## config.mk

```make
export PLATFORM = sky130hd
export DESIGN_NAME = mmf_alloc
export DESIGN_NICKNAME = d
export VERILOG_FILES = /design/src/rtl/mmf_pkg.sv /design/src/rtl/mmf_datapath.sv /design/src/rtl/mmf_control.sv /design/src/rtl/mmf_alloc.sv
export SDC_FILE = /design/constraint.sdc
export NUM_CORES = 1
export LEC_CHECK = 0
export BUFFER_PORTS_ARGS = -buffer_cell sky130_fd_sc_hd__buf_2
export CAP_MARGIN = 10
export CORE_ASPECT_RATIO = 1.5
export CORE_UTILIZATION = 40
export CTS_BUF_LIST = sky130_fd_sc_hd__clkbuf_16
export CTS_CLUSTER_SIZE = 8
export DETAILED_ROUTE_END_ITERATION = 10
export GPL_ROUTABILITY_DRIVEN = 0
export PLACE_DENSITY = 0.54
export SLEW_MARGIN = 15
export SYNTH_ARGS = -nofsm -noshare
export SYNTH_HDL_FRONTEND = slang
export SYNTH_SLANG_ARGS = --single-unit
```

## constraint.sdc

```tcl
create_clock -name clk -period 4 [get_ports clk]
set_input_delay 0.2 -clock clk [delete_from_list [all_inputs] [get_ports clk]]
set_output_delay 0.2 -clock clk [all_outputs]
set_load 0.02 [all_outputs]
```

## src/rtl/mmf_pkg.sv

```systemverilog
`timescale 1ns/1ps
package mmf_pkg;

  // Strobes the sequencer hands to the datapath, one per kind of work.
  typedef struct packed {
    logic load;      // latch capacity/count, clear mask and grants
    logic scanStep;  // examine one flow slot for the running minimum
    logic divStart;  // seed divider with remaining capacity
    logic divStep;   // one restoring-division quotient bit
    logic grant;     // commit grant, update capacity and count
  } mmfCtrl_t;

  typedef enum logic [2:0] {
    ST_IDLE,
    ST_SCAN,
    ST_DIV,
    ST_GRANT,
    ST_DONE
  } mmfState_t;

endpackage

```

## src/rtl/mmf_datapath.sv

```systemverilog
`timescale 1ns/1ps
module mmf_datapath
  import mmf_pkg::*;
#(
  parameter int NUM_FLOWS = 8,
  parameter int RATE_W    = 16
) (
  input  logic                                         clk,
  input  logic                                         rstN,
  input  mmfCtrl_t                                     ctrl,
  input  logic [((NUM_FLOWS > 1) ? $clog2(NUM_FLOWS) : 1)-1:0] scanIdx,
  input  logic                                         wrEn,
  input  logic [$clog2(NUM_FLOWS+2)-1:0]               wrAddr,
  input  logic [RATE_W-1:0]                            wrData,
  input  logic [((NUM_FLOWS > 1) ? $clog2(NUM_FLOWS) : 1)-1:0] rdIdx,
  output logic [RATE_W-1:0]                            rdGrant,
  output logic                                         cntZero,
  output logic                                         lastRound,
  output logic [RATE_W-1:0]                            remCapOut,
  output logic [$clog2(NUM_FLOWS+1)-1:0]               remCntOut,
  output logic [RATE_W-1:0]                            grantVal
);

  localparam int IDX_W  = (NUM_FLOWS > 1) ? $clog2(NUM_FLOWS) : 1;
  localparam int CNT_W  = $clog2(NUM_FLOWS + 1);
  localparam int ADDR_W = $clog2(NUM_FLOWS + 2);

  logic [RATE_W-1:0]    reqMem   [NUM_FLOWS];
  logic [RATE_W-1:0]    grantMem [NUM_FLOWS];
  logic [NUM_FLOWS-1:0] allocMask;
  logic [RATE_W-1:0]    capReg;
  logic [CNT_W-1:0]     cntReg;
  logic [RATE_W-1:0]    remCap;
  logic [CNT_W-1:0]     remCnt;
  logic [IDX_W-1:0]     bestIdx;
  logic [RATE_W-1:0]    bestReq;
  logic                 bestValid;
  logic [CNT_W-1:0]     divRem;
  logic [RATE_W-1:0]    divQuo;

  // ---------------- configuration registers ----------------
  logic [CNT_W-1:0] cntSat;
  assign cntSat = (wrData > RATE_W'(NUM_FLOWS)) ? CNT_W'(NUM_FLOWS) : wrData[CNT_W-1:0];

  always_ff @(posedge clk or negedge rstN) begin
    if (!rstN) begin
      capReg <= '0;
      cntReg <= '0;
    end else if (wrEn) begin
      if (wrAddr == ADDR_W'(NUM_FLOWS))     capReg <= wrData;
      if (wrAddr == ADDR_W'(NUM_FLOWS + 1)) cntReg <= cntSat;
    end
  end

  // ---------------- per-flow storage ----------------
  for (genvar g = 0; g < NUM_FLOWS; g++) begin : gFlow
    always_ff @(posedge clk or negedge rstN) begin
      if (!rstN) begin
        reqMem[g] <= '0;
      end else if (wrEn && wrAddr == ADDR_W'(g)) begin
        reqMem[g] <= wrData;
      end
    end

    always_ff @(posedge clk or negedge rstN) begin
      if (!rstN) begin
        grantMem[g]  <= '0;
        allocMask[g] <= 1'b0;
      end else if (ctrl.load) begin
        grantMem[g]  <= '0;
        allocMask[g] <= 1'b0;
      end else if (ctrl.grant && bestIdx == IDX_W'(g)) begin
        grantMem[g]  <= grantVal;
        allocMask[g] <= 1'b1;
      end
    end
  end

  // ---------------- minimum scan ----------------
  logic [RATE_W-1:0] scanReq;
  logic              scanTakes;
  assign scanReq   = reqMem[scanIdx];
  assign scanTakes = (CNT_W'(scanIdx) < cntReg) && !allocMask[scanIdx] &&
                     (!bestValid || scanReq < bestReq);

  always_ff @(posedge clk or negedge rstN) begin
    if (!rstN) begin
      bestIdx   <= '0;
      bestReq   <= '0;
      bestValid <= 1'b0;
    end else if (ctrl.load || ctrl.grant) begin
      bestValid <= 1'b0;
    end else if (ctrl.scanStep && scanTakes) begin
      bestIdx   <= scanIdx;
      bestReq   <= scanReq;
      bestValid <= 1'b1;
    end
  end

  // ---------------- restoring divider: remCap / remCnt ----------------
  logic [CNT_W:0] remShift;
  logic [CNT_W:0] divisorExt;
  logic           quoBit;
  logic [CNT_W:0] remDiff;
  assign remShift   = {divRem, divQuo[RATE_W-1]};
  assign divisorExt = {1'b0, remCnt};
  assign quoBit     = (remShift >= divisorExt);
  assign remDiff    = remShift - divisorExt;

  always_ff @(posedge clk or negedge rstN) begin
    if (!rstN) begin
      divRem <= '0;
      divQuo <= '0;
    end else if (ctrl.divStart) begin
      divRem <= '0;
      divQuo <= remCap;
    end else if (ctrl.divStep) begin
      divRem <= quoBit ? remDiff[CNT_W-1:0] : remShift[CNT_W-1:0];
      divQuo <= {divQuo[RATE_W-2:0], quoBit};
    end
  end

  // ---------------- grant and running totals ----------------
  assign grantVal = (bestReq <= divQuo) ? bestReq : divQuo;

  always_ff @(posedge clk or negedge rstN) begin
    if (!rstN) begin
      remCap <= '0;
      remCnt <= '0;
    end else if (ctrl.load) begin
      remCap <= capReg;
      remCnt <= cntReg;
    end else if (ctrl.grant) begin
      remCap <= remCap - grantVal;
      remCnt <= remCnt - CNT_W'(1);
    end
  end

  assign cntZero   = (cntReg == '0);
  assign lastRound = (remCnt == CNT_W'(1));
  assign remCapOut = remCap;
  assign remCntOut = remCnt;
  assign rdGrant   = (32'(rdIdx) < NUM_FLOWS) ? grantMem[rdIdx] : '0;

endmodule

```

## src/rtl/mmf_control.sv

```systemverilog
`timescale 1ns/1ps
module mmf_control
  import mmf_pkg::*;
#(
  parameter int NUM_FLOWS = 8,
  parameter int RATE_W    = 16
) (
  input  logic                                         clk,
  input  logic                                         rstN,
  input  logic                                         start,
  input  logic                                         cntZero,
  input  logic                                         lastRound,
  output mmfCtrl_t                                     ctrl,
  output logic [((NUM_FLOWS > 1) ? $clog2(NUM_FLOWS) : 1)-1:0] scanIdx,
  output logic                                         busy,
  output logic                                         done
);

  localparam int IDX_W = (NUM_FLOWS > 1) ? $clog2(NUM_FLOWS) : 1;
  localparam int DC_W  = $clog2(RATE_W);

  mmfState_t        state, stateNxt;
  logic [DC_W-1:0]  divCnt;
  logic             scanLast;
  logic             divLast;

  assign scanLast = (scanIdx == IDX_W'(NUM_FLOWS - 1));
  assign divLast  = (divCnt == DC_W'(RATE_W - 1));

  always_comb begin
    ctrl     = '0;
    stateNxt = state;
    unique case (state)
      ST_IDLE, ST_DONE: begin
        if (start) begin
          ctrl.load = 1'b1;
          stateNxt  = cntZero ? ST_DONE : ST_SCAN;
        end
      end
      ST_SCAN: begin
        ctrl.scanStep = 1'b1;
        if (scanLast) begin
          ctrl.divStart = 1'b1;
          stateNxt      = ST_DIV;
        end
      end
      ST_DIV: begin
        ctrl.divStep = 1'b1;
        if (divLast) stateNxt = ST_GRANT;
      end
      ST_GRANT: begin
        ctrl.grant = 1'b1;
        stateNxt   = lastRound ? ST_DONE : ST_SCAN;
      end
      default: stateNxt = ST_IDLE;
    endcase
  end

  always_ff @(posedge clk or negedge rstN) begin
    if (!rstN) begin
      state   <= ST_IDLE;
      scanIdx <= '0;
      divCnt  <= '0;
    end else begin
      state <= stateNxt;
      if (ctrl.load || ctrl.grant) scanIdx <= '0;
      else if (ctrl.scanStep)      scanIdx <= scanIdx + IDX_W'(1);
      if (ctrl.divStart)           divCnt <= '0;
      else if (ctrl.divStep)       divCnt <= divCnt + DC_W'(1);
    end
  end

  assign busy = (state == ST_SCAN) || (state == ST_DIV) || (state == ST_GRANT);
  assign done = (state == ST_DONE);

endmodule

```

## src/rtl/mmf_alloc.sv

```systemverilog
`timescale 1ns/1ps
module mmf_alloc
  import mmf_pkg::*;
#(
  parameter int NUM_FLOWS = 8,
  parameter int RATE_W    = 16
) (
  input  logic                                         clk,
  input  logic                                         rstN,
  input  logic                                         wrEn,
  input  logic [$clog2(NUM_FLOWS+2)-1:0]               wrAddr,
  input  logic [RATE_W-1:0]                            wrData,
  input  logic                                         start,
  output logic                                         busy,
  output logic                                         done,
  input  logic [((NUM_FLOWS > 1) ? $clog2(NUM_FLOWS) : 1)-1:0] rdIdx,
  output logic [RATE_W-1:0]                            rdGrant
);

  localparam int IDX_W = (NUM_FLOWS > 1) ? $clog2(NUM_FLOWS) : 1;
  localparam int CNT_W = $clog2(NUM_FLOWS + 1);

  mmfCtrl_t          ctrl;
  logic [IDX_W-1:0]  scanIdx;
  logic              cntZero;
  logic              lastRound;
  logic [RATE_W-1:0] remCap;
  logic [CNT_W-1:0]  remCnt;
  logic [RATE_W-1:0] grantVal;
  logic              grantWe;

  assign grantWe = ctrl.grant;

  mmf_control #(.NUM_FLOWS(NUM_FLOWS), .RATE_W(RATE_W)) uCtrl (
    .clk       (clk),
    .rstN      (rstN),
    .start     (start),
    .cntZero   (cntZero),
    .lastRound (lastRound),
    .ctrl      (ctrl),
    .scanIdx   (scanIdx),
    .busy      (busy),
    .done      (done)
  );

  mmf_datapath #(.NUM_FLOWS(NUM_FLOWS), .RATE_W(RATE_W)) uPath (
    .clk       (clk),
    .rstN      (rstN),
    .ctrl      (ctrl),
    .scanIdx   (scanIdx),
    .wrEn      (wrEn),
    .wrAddr    (wrAddr),
    .wrData    (wrData),
    .rdIdx     (rdIdx),
    .rdGrant   (rdGrant),
    .cntZero   (cntZero),
    .lastRound (lastRound),
    .remCapOut (remCap),
    .remCntOut (remCnt),
    .grantVal  (grantVal)
  );

endmodule

```

==> results of run 1 <==
[flip-flops by register name (all words and copies together), names as in the netlist, 8 cells and up]
name and cells:
uPath.grantMem 128, uPath.reqMem 128, uPath.bestReq 16, uPath.capReg 16, uPath.divQuo 16, uPath.remCapOut 16, uPath.allocMask 8
[critical path, delay by kind of cell (launching register included)]
kind | cells | cell delay [ns]
AND/OR/NAND/NOR | 2 | 0.27
flip-flops | 1 | 0.41
AO/OA/AOI/OAI | 12 | 1.88
adder cells (fa/ha/maj) | 2 | 0.62
buffers and inverters | 4 | 0.57
[kinds of logic after synthesis]
logic type / count (synthesis)
adder cells (fa/ha/maj): 59
AND/OR/NAND/NOR: 282
XOR/XNOR: 15
multiplexers: 267
flip-flops: 354
AO/OA/AOI/OAI: 305
buffers and inverters: 163
[path summary, 6_finish.rpt]
check                             startpoint                   to  slack, ns  depth (start not counted)
min in group asynchronous               rstN    uPath.reqMem[105]       0.30                          2
max in group asynchronous               rstN   uPath.grantMem[75]       2.66                          3
hold / removal                     wrData[1]      uPath.cntReg[1]       0.03                          2
hold reg to reg              uPath.bestValid      uPath.bestValid       0.48                          2
setup / recovery           uPath.bestReq[11]  uPath.remCapOut[10]        0.1                         20
setup reg to reg           uPath.bestReq[11]  uPath.remCapOut[10]        0.1                         20
[cell type report]
| cell class | instances | area share [%] |
|---|---|---|
| Timing Repair Buffer | 146 | 5.36 |
| Clock buffer | 51 | 6.31 |
| Multi-Input combinational cell | 928 | 39.9 |
| Sequential cell | 354 | 43.8 |
| Inverter | 57 | 1.06 |
| Clock inverter | 3 | 0.105 |
| Tap cell | 570 | 3.52 |
[report_power, final]
part	switching, mW	total (mW)	internal, mW
combinational	0.350	0.827	0.477
sequential	0.175	4.10	3.93
clock	1.45	3.67	2.22
[routing by layer]
layer	GRT usage, %	vias up	wire [µm]
met5	0	-	0
li1	-	5452	-
met4	6.17	0	1080
met3	2.70	69	1170
met2	36.7	163	22700
met1	23.7	5972	17400
[cells in the mapped netlist (3+ instances only)]
library cell,instances,share of area [%]
a22o_1,9,0.46
ha_1,57,4.1
dfrtp_1,354,51
a211oi_1,5,0.22
and4_1,3,0.15
xor2_1,6,0.30
o21a_1,3,0.13
nand3_1,131,3.8
nor4_1,6,0.22
a21oi_1,55,1.6
and3_1,5,0.18
mux2_4,9,0.78
xnor2_1,9,0.46
nand2_1,39,0.85
nor2_1,62,1.3
o221ai_1,4,0.20
a21o_1,8,0.35
mux2i_1,5,0.29
nor2b_1,9,0.33
inv_1,57,1.2
o22ai_1,4,0.14
nor3_1,5,0.14
o21ai_0,165,4.8
clkbuf_1,80,1.7
nand4_1,5,0.18
mux4_2,64,8.3
a221o_1,4,0.23
nand2b_1,5,0.18
and2_1,5,0.18
mux2_2,187,12
a22oi_1,28,1.2
buf_1,20,0.43
[what timing repair did]
| action | 4_1_cts | 5_1_grt |
|---|---|---|
| pin swaps | 3 | 20 |
| setup endpoints to repair | 2 | 25 |
| resized for setup | 4 | 51 |
| setup buffers | 1 | 10 |
| hold buffers | 2 | 0 |
| endpoints found under the hold margin | 106 | 0 |
==> results.tsv, run 1 <==
stage	metric	value	unit
place	placed_area	18600	µm²
logic_synthesis	ys_warn_count	0	
sta	worst_pin_slew	1.12	ns
setup_path	cp-start-kind	flip-flop	
logic_synthesis	avgSynthCellArea	12.0	µm²
setup_path	critPathMaxStageDelay	0.41	ns
power	power.leakage	8.80	nW
place	post-dp-hpwl	28200	µm
sta	final_max_slew_viol_count	0	
final_layout	final_common_cell	dfrtp_1	
setup_path	path_cells	ha_4, buf_4, a21oi_1, o21ai_0, a21oi_1, a32oi_2, buf_4, buf_4, nor2_1, a21oi_2, buf_4, fa_2, a21o_1, a21oi_2, o21ai_2, and2_1, a21o_1, a211oi_2, a2111oi_2, a221o_1	
floorplanning	die_h	257	µm
logic_synthesis	synth_async_sr_flop_share	100	%
floorplanning	die_w	172	µm
logic_synthesis	synth_compound_area_share	10.2	%
detailed_routing	routed_wl	42300	µm
logic_synthesis	syn_nets	1531	
grt	grt_antenna_before_repair	0	
power	ir_worst_vdd	0.259	mV
grt	grt_pass1_vias	12200	
logic_synthesis	synth_edf_count	0	
sta	hold_slack	0.0309	ns
place	dp.cells	2042	
grt	grt_max_degree	109	
final_layout	num-nets-final	1623	
setup_path	worstPathRequired	4.42	ns
logic_synthesis	syn_inst	1445	
logic_synthesis	synth_top_family_by_area	multiplexers	
logic_synthesis	yosysUniqueCellTypes	60	
logic_synthesis	synth.area.mux_share	21.9	%
floorplanning	dieArea	44100	µm²
setup_path	endpoint_kind	flip-flop	
detailed_routing	antenna_left	0	
setup_path	slowest_stage	dfrtp_1	
sta	fmax	256	MHz
logic_synthesis	synth_xor_area_share	0.759	%
grt	grt_overflow	0	
place	portBuffers	44	
detailed_routing	vias	11700	
sta	period_share	97.5	%
setup_path	cp.arrival	4.32	ns
detailed_routing	route.detailed.wl_per_inst	20.1	µm
setup_path	critPathMaxFanout	3	
flow_run	max_cap_violations	0	
clock_network	clk_path_buf_depth	3	
power	total_power	8.60	mW
floorplanning	core-area	42800	µm²
final_layout	layout_common_cells	dfrtp_1, mux2_2, o21ai_0	
clock_network	clk_pin_slew	0.05	ns
sta	clock_skew	0.0255	ns
sta	slew_headroom	25.1	%
sta	setup_ws	0.0992	ns
place	dp_slack	-0.119	ns
outcome	outcome	finished, violations left	
clock_network	cts_sinks	354	
clock_network	htreeDepth	2	
grt	grt_pass1_wl	68200	µm
clock_network	clk-insertion-delay-late	0.56	ns
sta	timing.final.hold_violations	0	
logic_synthesis	synth-simple-area-share	7.84	%
setup_path	critPathKind	flip-flop to flip-flop	
final_layout	area_delta_synth_final	17.0	%
clock_network	cts_made_buffers	50	
logic_synthesis	ys.flop_type	dfrtp_1	
outcome	violations	design-rule violations	
final_layout	fillCellCount	4027	
floorplanning	io_pins	45	
logic_synthesis	ys_seq_area_share	51.2	%
detailed_routing	vias_per_cell	5.53	
floorplanning	start_util	40.4	%
logic_synthesis	syn_area	17300	µm²
clock_network	root_buffer	clkbuf_16	
final_layout	postLayoutCoreUtil	47.3	%
final_layout	multi_input_area	8070	µm²
sta	period_minus_slack	3.90	ns
final_layout	regArea	8860	µm²
detailed_routing	drt-pass1-iter-count	8	
power	powerDensity	425	nW/µm²
setup_path	cpMostUsedCell	buf_4	
detailed_routing	drtIter0Drc	703	
grt	grt_usage	20.0	%
sta	setup_violations	0	
detailed_routing	drc	2	
sta	fin_setup_tns	0	ns
floorplanning	fp-row-count	93	
logic_synthesis	synth-adder-area-share	4.35	%
final_layout	antenna_cells	0	
min_path	hold_class	primary input to flip-flop	
clock_network	cts_tree	built	
final_layout	final_cells	2109	
final_layout	drive_above_1_share	33.1	%
logic_synthesis	ys_seq_elements	354	
final_layout	fin_area	20200	µm²
Power figures use the tool's default switching activity.
==> run 2: changes to the inputs <==
Settings changed: GPL_TIMING_DRIVEN set to 0.
==> run 2 against run 1 <==
  * The flow finishes with violations (design-rule violations, negative setup slack)
  * Final cell count grew 1.6%
  * Final area up 0.30%
  * Clock skew is 0.0038 ns lower
  * Sequential share of layout area fell by 0.12 points
  * Worst hold slack lost 0.0062 ns
  * First-iteration DRC count shrank 14%
  * Wire length grew 9.7%
  * Fmax fell by 3.3%
  * Sequential power about the same
  * Clock power about the same
  * Via count grew 2.3%
  * Flip-flop and latch count did not move
  * Critical path type unchanged
  * Critical endpoint unchanged
  * Largest power group unchanged
  * Highest routed layer unchanged
==> results.tsv, run 2 (synthesis results as in run 1) <==
stage	metric	value	unit
setup_path	critPathMaxFanout	3	
floorplanning	core-area	42800	µm²
clock_network	cts_tree	built	
final_layout	drive_above_1_share	28.7	%
min_path	hold_class	primary input to asynchronous set/reset pin	
final_layout	final_cells	2143	
detailed_routing	drtIter0Drc	605	
floorplanning	io_pins	45	
clock_network	htreeDepth	2	
final_layout	area_delta_synth_final	17.3	%
floorplanning	die_h	257	µm
floorplanning	die_w	172	µm
sta	timing.final.hold_violations	0	
setup_path	endpoint_kind	flip-flop	
power	powerDensity	425	nW/µm²
sta	period_share	101	%
sta	fmax	248	MHz
final_layout	postLayoutCoreUtil	47.4	%
sta	final_max_slew_viol_count	0	
clock_network	clk_path_buf_depth	3	
setup_path	critPathKind	flip-flop to flip-flop	
floorplanning	fp-row-count	93	
clock_network	clk-insertion-delay-late	0.57	ns
grt	grt_antenna_before_repair	0	
power	power.leakage	8.68	nW
final_layout	fin_area	20300	µm²
place	placed_area	18300	µm²
clock_network	cts_made_buffers	50	
clock_network	clk_pin_slew	0.05	ns
detailed_routing	drc	2	
place	post-dp-hpwl	33900	µm
detailed_routing	vias_per_cell	5.56	
grt	grt_usage	21.7	%
sta	rsz0062_at_grt	true	
setup_path	cp-start-kind	flip-flop	
setup_path	worstPathRequired	4.44	ns
sta	worst_pin_slew	1.16	ns
final_layout	num-nets-final	1657	
detailed_routing	routed_wl	46400	µm
power	ir_worst_vdd	0.319	mV
sta	period_minus_slack	4.03	ns
final_layout	antenna_cells	0	
sta	setup_ws	-0.0328	ns
grt	grt_pass1_vias	12800	
final_layout	largest_registers	uPath.grantMem (128), uPath.reqMem (128)	
grt	grt_overflow	0	
place	dp_slack	-1.33	ns
sta	slew_headroom	22.5	%
final_layout	fillCellCount	3978	
sta	clock_skew	0.0217	ns
final_layout	final_common_cell	dfrtp_1	
floorplanning	dieArea	44100	µm²
place	dp.cells	2049	
grt	grt_max_degree	99	
sta	setup_violations	1	
flow_run	max_cap_violations	0	
grt	grt_pass1_wl	73000	µm
sta	fin_setup_tns	-0.0328	ns
outcome	outcome	finished, violations left	
final_layout	layout_common_cells	dfrtp_1, mux2_2, o21ai_0	
detailed_routing	drt-pass1-iter-count	10	
detailed_routing	antenna_left	0	
outcome	violations	design-rule violations, negative setup slack	
clock_network	root_buffer	clkbuf_16	
sta	hold_slack	0.0247	ns
setup_path	cp.arrival	4.47	ns
power	total_power	8.62	mW
place	portBuffers	30	
detailed_routing	vias	11900	
clock_network	cts_sinks	354	
floorplanning	start_util	40.4	%
detailed_routing	route.detailed.wl_per_inst	21.7	µm
-- run 2: cell types whose count changed in the layout (fill, tap and decap cells not counted), moves of 3 or more --
cell,change
clkbuf_1,+72
buf_4,-53
buf_1,+18
buf_2,-13
a21oi_4,+10
a21oi_2,-9
buf_16,+4
ha_4,-4
ha_1,+3
inv_2,-3
o21ai_1,-3
-- run 2: final cells by class --
cell class	instances	area, µm²	area share (%)
Tap cell	570	713	3.51
Multi-Input combinational cell	928	8090	39.9
Clock buffer	50	1250	6.17
Buffer	106	529	2.61
Timing Repair Buffer	74	591	2.91
Clock inverter	4	42.5	0.210
Inverter	57	216	1.07
Sequential cell	354	8860	43.7
-- run 2: power by group --
| part | internal [mW] | switching, mW | total (mW) |
|---|---|---|---|
| clock | 2.19 | 1.50 | 3.68 |
| sequential | 3.93 | 0.173 | 4.10 |
| combinational | 0.481 | 0.356 | 0.836 |
-- run 2: routing by layer --
layer / up-vias / GRT usage [%] / wire (µm)
li1: 5534 / - / -
met1: 6114 / 24.4 / 17800
met2: 201 / 42.0 / 26100
met3: 75 / 2.47 / 1190
met4: 0 / 6.37 / 1290
met5: - / 0 / 0
-- run 2: final timing paths --
check,startpoint,end,slack (ns),depth (start not counted)
worst max register to register,uPath.divQuo[15],uPath.remCapOut[10],-0.03,20
max in group asynchronous,rstN,uCtrl.scanIdx[0],2.45,5
worst min-delay path,rstN,uPath.reqMem[121],0.02,2
worst max-delay path,uPath.divQuo[15],uPath.remCapOut[10],-0.03,20
min in group clk,wrData[3],uPath.cntReg[1],0.05,3
worst min register to register,uPath.bestValid,uPath.bestValid,0.49,2
-- run 2: worst max-delay path, cell delays in order, from the launching register on --
cell and delay [ns]:
dfrtp_2 0.43, inv_4 0.08, ha_4 0.28, and4_4 0.23
o211ai_1 0.09, a41o_1 0.22, a32oi_2 0.24, clkbuf_8 0.20
a21oi_4 0.05, inv_1 0.07, ha_2 0.18, inv_2 0.04
fa_2 0.36, a21o_1 0.20, a21oi_2 0.21, o21ai_2 0.11
and2_4 0.17, a21o_1 0.16, a211oi_2 0.24, a2111oi_2 0.06
a221o_1 0.29
-- run 2: what timing repair did --
item	CTS	global route
cloned	0	1
resized for setup	73	34
hold buffers	1	0
endpoints found under the setup margin	34	16
buffers inserted	22	16
pin swaps	7	22
endpoints found under the hold margin	104	0
==> run 3: changes to the inputs <==
Settings changed: CORE_ASPECT_RATIO 1.5 to unset, SLEW_MARGIN 15 to 10.
==> run 3 against run 2 <==
  * Clock power rose by 5%
  * First-iteration DRC count rose by 9.8%
  * The run ends with negative setup slack left
  * Worst hold slack improved by 0.010 ns
  * Sequential power barely moved
==> results.tsv, run 3 (synthesis results as in run 1) <==
stage	metric	value	unit
setup_path	worstPathRequired	4.46	ns
sta	slew_headroom	30.4	%
place	placed_area	18300	µm²
floorplanning	die_w	210	µm
min_path	hold_class	primary input to flip-flop	
detailed_routing	drt-pass1-iter-count	5	
final_layout	area_delta_synth_final	17.5	%
grt	grt_usage	21.8	%
clock_network	root_buffer	clkbuf_16	
power	powerDensity	433	nW/µm²
clock_network	clk_path_buf_depth	3	
power	ir_worst_vdd	0.348	mV
grt	grt_max_degree	107	
setup_path	cp.arrival	4.53	ns
floorplanning	fp-row-count	75	
outcome	violations	negative setup slack	
floorplanning	die_h	210	µm
final_layout	drive_above_1_share	28.1	%
clock_network	clk_pin_slew	0.05	ns
sta	rsz0062_at_grt	true	
floorplanning	start_util	40.9	%
detailed_routing	vias	12000	
place	portBuffers	30	
floorplanning	dieArea	44100	µm²
sta	worst_pin_slew	1.04	ns
grt	grt_antenna_before_repair	0	
final_layout	fin_area	20300	µm²
setup_path	critPathKind	flip-flop to flip-flop	
clock_network	cts_sinks	354	
detailed_routing	routed_wl	46500	µm
flow_run	max_cap_violations	0	
final_layout	postLayoutCoreUtil	48.0	%
clock_network	cts_tree	built	
sta	fmax	245	MHz
final_layout	num-nets-final	1650	
detailed_routing	drc	0	
sta	timing.final.hold_violations	0	
outcome	outcome	finished, violations left	
final_layout	final_common_cell	dfrtp_1	
detailed_routing	vias_per_cell	5.61	
clock_network	cts_made_buffers	50	
sta	clock_skew	0.0304	ns
grt	grt_pass1_vias	12700	
final_layout	largest_registers	uPath.grantMem (128), uPath.reqMem (128)	
sta	final_max_slew_viol_count	0	
setup_path	critPathMaxFanout	3	
floorplanning	io_pins	45	
sta	setup_violations	2	
sta	setup_ws	-0.0761	ns
power	power.leakage	8.69	nW
sta	period_minus_slack	4.08	ns
place	post-dp-hpwl	32800	µm
final_layout	antenna_cells	0	
floorplanning	core-area	42300	µm²
clock_network	clk-insertion-delay-late	0.59	ns
grt	grt_overflow	0	
setup_path	cp-start-kind	flip-flop	
detailed_routing	route.detailed.wl_per_inst	21.7	µm
clock_network	htreeDepth	2	
grt	grt_pass1_wl	74000	µm
detailed_routing	antenna_left	0	
sta	period_share	102	%
setup_path	endpoint_kind	flip-flop	
detailed_routing	drtIter0Drc	664	
final_layout	layout_common_cells	dfrtp_1, mux2_2, o21ai_0	
run 3: layout make-up:
cell class / count / area [µm²]
Buffer: 106 / 515
Clock buffer: 52 / 1300
Clock inverter: 4 / 67.6
Fill cell: 3845 / 22000
Inverter: 57 / 214
Multi-Input combinational cell: 928 / 8100
Sequential cell: 354 / 8860
Tap cell: 577 / 722
Timing Repair Buffer: 67 / 548
run 3: worst max-delay path, cell delays in order (launching register included):
cell and delay (ns):
dfrtp_1 0.39, inv_2 0.10, ha_4 0.28, and4_4 0.26, o211ai_1 0.10, a41o_1 0.25
a32oi_4 0.23, buf_6 0.16, buf_8 0.11, a21oi_4 0.06, inv_1 0.07, ha_2 0.18
inv_2 0.04, fa_2 0.35, a21o_1 0.20, a21oi_4 0.16, o21ai_2 0.08, and2_4 0.17
a21o_1 0.19, a211oi_2 0.22, a2111oi_2 0.08, a221o_1 0.28
run 3: what timing repair did:
item / 4_1_cts / 5_1_grt
hold endpoints to repair: 103 / 0
pin swaps: 5 / 12
setup buffers: 19 / 11
resized for setup: 70 / 33
setup endpoints to repair: 34 / 25
hold buffers: 2 / 0
gates cloned: 0 / 1
run 3: metrics by stage:
stage / total power [mW] / hold slack (ns) / instances / TNS (ns) / setup slack, ns
final: 8.81 / 0.0348 / 2145 / -0.0881 / -0.0761
after global routing: 9.17 / 0.0345 / 2145 / -0.803 / -0.191
after CTS: 8.90 / 0.0145 / 2133 / 0 / 0.00251
after detailed placement: 4.99 / 0.272 / 2056 / -30.84 / -1.23
after global placement: 4.94 / 0.469 / 2052 / -1564.86 / -4.37
after floorplan: 4.69 / -0.0956 / 1445 / 0 / 0.00228
run 3: final timing paths:
kind / start / endpoint / slack (ns) / depth (start not counted)
max reg2reg: uPath.divQuo[15] / uPath.remCapOut[10] / -0.08 / 21
min reg2reg: uPath.bestValid / uPath.bestValid / 0.49 / 2
min in group asynchronous: rstN / uPath.grantMem[116] / 0.23 / 3
max: uPath.divQuo[15] / uPath.remCapOut[10] / -0.08 / 21
max in group asynchronous: rstN / uPath.reqMem[110] / 2.44 / 5
min: start / uCtrl.state[2] / 0.03 / 3
run 3: routing by layer:
layer / vias up / routed length [µm] / GRT usage [%]
li1: 5510 / - / -
met1: 6199 / 19800 / 27.6
met2: 232 / 23700 / 38.4
met3: 86 / 1670 / 2.73
met4: 0 / 1360 / 7.50
met5: - / 0 / 0
run 3: where the power goes:
group	switching, mW	leakage [nW]	internal [mW]
clock	1.51	0.677	2.33
sequential	0.173	3.91	3.93
combinational	0.370	4.10	0.492
